**config.mk**
```make
export PLATFORM = sky130hd
export DESIGN_NAME = tx_byte_aligner
export DESIGN_NICKNAME = d
export VERILOG_FILES = /design/src/rtl/tx_byte_aligner.sv
export SDC_FILE = /design/constraint.sdc
export NUM_CORES = 1
export LEC_CHECK = 0
export BUFFER_PORTS_ARGS = -buffer_cell sky130_fd_sc_hd__buf_2
export CAP_MARGIN = 10
export CELL_PAD_IN_SITES_DETAIL_PLACEMENT = 0
export CELL_PAD_IN_SITES_GLOBAL_PLACEMENT = 1
export CORE_ASPECT_RATIO = 0.9
export CORE_MARGIN = 1
export CORE_UTILIZATION = 37
export CTS_BUF_LIST = sky130_fd_sc_hd__clkbuf_4 sky130_fd_sc_hd__clkbuf_8 sky130_fd_sc_hd__clkbuf_16
export DETAILED_ROUTE_END_ITERATION = 8
export HOLD_SLACK_MARGIN = 0.12
export PLACE_DENSITY = 0.83
export SLEW_MARGIN = 30
export SYNTH_ARGS = -nofsm -noshare
export SYNTH_HDL_FRONTEND = slang
export SYNTH_SLANG_ARGS = --single-unit
```
**constraint.sdc**
```tcl
create_clock -name clk -period 2.6 [get_ports clk]
set_input_delay 0 -clock clk [delete_from_list [all_inputs] [get_ports clk]]
set_output_delay 0 -clock clk [all_outputs]
set_load 0.005 [all_outputs]
```
**src/rtl/tx_byte_aligner.sv**
```systemverilog
module tx_byte_aligner #(
  parameter int CNT_W  = 14,
  parameter int SIZE_W = 16
) (
  input  logic              clk,
  input  logic              rst,
  input  logic              cfg_we,
  input  logic              cfg_msb_first,
  input  logic [1:0]        cfg_head_skip,
  input  logic [1:0]        cfg_tail_skip,
  input  logic [CNT_W-1:0]  cfg_count,
  input  logic [SIZE_W-1:0] pkt_size,
  input  logic              wr_valid,
  input  logic [31:0]       wr_data,
  output logic              wr_ready,
  output logic              q_valid,
  output logic [7:0]        q_data,
  input  logic              q_ready
);

  logic             msb_q;
  logic [1:0]       head_q, tail_q;
  logic [CNT_W-1:0] cnt_q;
  logic [31:0]      sh_q;
  logic [2:0]       left_q;

  logic             accept, cnt_zero, size_small;
  logic [1:0]       hd, tl, tail_load;
  logic [31:0]      ordered;
  logic [2:0]       keep;

  assign cnt_zero   = (cnt_q == '0);
  assign accept     = wr_valid && wr_ready;
  assign wr_ready   = (left_q == 3'd0) && !cfg_we;
  assign q_valid    = (left_q != 3'd0);
  assign q_data     = sh_q[7:0];

  assign size_small = (pkt_size < SIZE_W'(4)) && (pkt_size != '0);
  assign tail_load  = size_small ? 2'(2'd0 - pkt_size[1:0]) : cfg_tail_skip;

  assign hd      = cnt_zero ? 2'd0 : head_q;
  assign tl      = cnt_zero ? tail_q : 2'd0;
  assign keep    = 3'd4 - {1'b0, hd} - {1'b0, tl};
  assign ordered = msb_q ? {wr_data[7:0], wr_data[15:8], wr_data[23:16], wr_data[31:24]}
                         : wr_data;

  always_ff @(posedge clk) begin
    if (rst) begin
      msb_q  <= 1'b0;
      head_q <= 2'd0;
      tail_q <= 2'd0;
      cnt_q  <= '0;
      sh_q   <= '0;
      left_q <= 3'd0;
    end else begin
      if (cfg_we) begin
        msb_q  <= cfg_msb_first;
        head_q <= cfg_head_skip;
        tail_q <= tail_load;
        cnt_q  <= cfg_count;
      end else if (accept) begin
        if (!cnt_zero) begin
          cnt_q  <= cnt_q - CNT_W'(1);
          head_q <= 2'd0;
        end
      end
      if (accept) begin
        sh_q   <= ordered >> {hd, 3'b000};
        left_q <= keep;
      end else if (q_valid && q_ready) begin
        sh_q   <= sh_q >> 8;
        left_q <= left_q - 3'd1;
      end
    end
  end

endmodule

```
==> impl_metrics.json <==
{
  "ys_ff_latch": 54,
  "r2r_end": "sh_q[3]",
  "yosysTopAreaCell": "dfxtp_1",
  "die-area_um2": 10900,
  "cts_sinks": 54,
  "min_period_over_period_pct": 95.0,
  "hp-start": "pkt_size[0]",
  "critPathBufInv": 2,
  "synth_cells": 444,
  "drc_errors": 0,
  "ys_seq_area_share_pct": 27.8,
  "rr_worst_depth": 8,
  "fp.dieW_um": 110,
  "syn_area_um2": 3890,
  "max_freq_mhz": 405,
  "grt_max_degree": 43,
  "min_period_ns": 2.47,
  "peakVddDrop_v": 0.000318,
  "cpPeakStageDelay_ns": 0.65,
  "rsz0062_at_grt": "false",
  "viasPerCell": 5.78,
  "yosys.area.top_type_share_pct": 27.8,
  "worstMarginPinSlew_ns": 0.686,
  "core_area_um2": 10200,
  "rows": 35,
  "wl_per_cell_um": 16.4,
  "area_delta_synth_final_pct": 21.2,
  "htree_levels": 2,
  "skew_ns": 0.00832,
  "drtIter0Drc": 265,
  "drtPass1Iterations": 5,
  "gp_congestion": 0.825,
  "initial_core_util_pct": 37.9,
  "cts_buffers": 5,
  "clockBufferDepth": 2,
  "yosys_most_used_dff": "dfxtp_1",
  "syn_nets": 521,
  "worst_setup_path_start_kind": "register",
  "hpwlAfterDp_um": 7410,
  "power.density_nw_per_um2": 719,
  "n_antenna_cell": 0,
  "critPathKind": "reg -> reg",
  "cp_max_fo": 11,
  "slew_violations": 0,
  "timing.rr.start": "cnt_q[0]",
  "hold_depth": 5,
  "ys_top_cells_by_area": "dfxtp_1 28%, mux2i_1 8.8%, mux4_2 4.6%",
  "wirelength_um": 10700,
  "ys_types": 58,
  "synth_warnings": 0,
  "pin_count": 82,
  "holdPathEnd": "tail_q[0]",
  "critPathTopFamily": "compound AO/OA/AOI/OAI gates",
  "grt_pass1_vias": 3660,
  "fp.dieH_um": 99.2,
  "outcome": "finished clean",
  "cp.required_ns": 2.81,
  "setup_viol": 0,
  "crit_arrival_ns": 2.68,
  "hp-class": "in -> reg",
  "worstSkewPairLatency_ns": 0.29,
  "antenna_found_initial": 0,
  "fin_setup_tns_ns": 0,
  "cp_cell_sequence": "inv_1 -> ha_1 -> or4b_1 -> o41ai_4 -> buf_4 -> o221a_1 -> o21ai_1 -> a211oi_2",
  "slew_headroom_pct": 54.0,
  "synth-edff-count": 0,
  "clock-root-buffer": "clkbuf_16",
  "ant_nets": 0,
  "rrSetupSlack_ns": 0.13,
  "port_buffers": 81,
  "globalRouteOverflowTotal": 0,
  "cts_tree": "built",
  "vias": 3783,
  "report.power.total_w": 0.00338,
  "grt_pass1_wl_um": 17900,
  "p_leak_nw": 1.78,
  "synth-async-reset-ratio_pct": 0,
  "cp-end-kind": "register",
  "grt_use_total_pct": 20.4,
  "clkSlewWorstSetupHoldPaths_ns": 0.07,
  "finalHoldViolations": 0,
  "syn_area_per_cell_um2": 8.75,
  "nets": 602,
  "max_cap_viol_count": 0,
  "critPathSlowestCell": "or4b_1",
  "drive_gt1_share_pct": 28.5
}
## stage by stage
step	cell area [um^2]	worst slack [ns]	cells	hold WS, ns	util, %
floorplan	3890	0.183	444	0.145	-
global placement	4320	0.228	625	0.240	42.2
detailed placement	4320	0.149	625	0.259	42.2
CTS	4680	0.116	652	0.150	45.7
global route	4710	0.0142	655	0.200	46.0
finish	4710	0.129	655	0.146	46.0
## worst min-delay path, delay by kind of cell
family / cells / cell delay, ns
compound gates: 2 / 0.19
buf+inv: 2 / 0.15
simple gates: 1 / 0.04
## cell usage after synthesis, drive strengths merged (8+ instances only)
master	n
a211oi	24
a21oi	16
a31oi	17
and3	8
buf	23
clkbuf	26
dfxtp	54
mux2	9
mux2i	34
mux4	8
nand2	38
nand3	13
nor2	36
nor3	14
nor4	9
o21a	13
o21ai	21
o221a	9
## cells by family after synthesis
kind of cell | after synthesis | share of synthesized area, %
AOI/OAI and AO/OA | 132 | 27.0
xor gates and xnor gates | 6 | 1.35
adders and majority gates | 5 | 1.61
buffers and inverters | 58 | 8.63
DFF | 54 | 27.8
muxes | 51 | 16.0
and+or+nand+nor | 138 | 17.6
## registers in the layout, indices dropped and copies added (netlist names)
register,flops
left_q,3
sh_q,32
cnt_q,14
msb_q,1
head_q,2
tail_q,2
## routing by layer
layer | GRT usage [%] | routed length [um]
met1 | 28.6 | 5040
met5 | 0 | 0
met2 | 32.7 | 5100
met3 | 2.56 | 472
met4 | 5.54 | 135
## placed cells by master (no fill, tap or decap), drive strengths merged, types with 7 or more instances in the layout
master,instances
o21a,13
dlygate4sd3,19
o221a,9
buf,104
mux2i,34
and3,8
inv,7
dfxtp,54
nor2,36
a31oi,17
o21ai,21
a21oi,16
nand3,13
nand2,38
a211oi,24
o32ai,7
nor4,9
nor3,14
mux2,9
mux4,8
clkbuf,7
## timing repair
| item | CTS | global route |
|---|---|---|
| resized for setup | 0 | 1 |
| setup buffers | 0 | 3 |
| hold buffers | 19 | 0 |
| endpoints found under the hold margin | 19 | 0 |
| endpoints found under the setup margin | 0 | 3 |
## final cells by class
| type | instances | area [um^2] |
|---|---|---|
| inverters | 9 | 33.8 |
| repair buffers | 123 | 781 |
| clock inverters | 1 | 30.0 |
| flip-flops and latches | 54 | 1080 |
| multi-input cells | 332 | 2480 |
| fillers | 982 | 5540 |
| clock buffers | 7 | 140 |
| well taps | 129 | 161 |
## worst max-delay path by stage
stage                         from         to  slack [ns]  cells past startpoint
after global placement    cnt_q[0]    sh_q[2]        0.23                      8
after CTS                 cnt_q[0]    sh_q[3]        0.12                      8
after floorplan           cnt_q[0]  left_q[1]        0.18                     10
after global routing      cnt_q[0]    sh_q[5]        0.01                      8
final                     cnt_q[0]    sh_q[3]        0.13                      8
after detailed placement  cnt_q[0]    sh_q[3]        0.15                      8
## where the power goes
part / internal (W) / leakage, nW / total [W] / switching [W]
Sequential: 0.00101 / 0.445 / 0.00114 / 0.000127
Clock: 0.000477 / 0.0850 / 0.000782 / 0.000305
Combinational: 0.000635 / 1.25 / 0.00146 / 0.000826
Total: 0.00213 / 1.78 / 0.00338 / 0.00126
No activity file was read; power rests on OpenSTA's default activity.
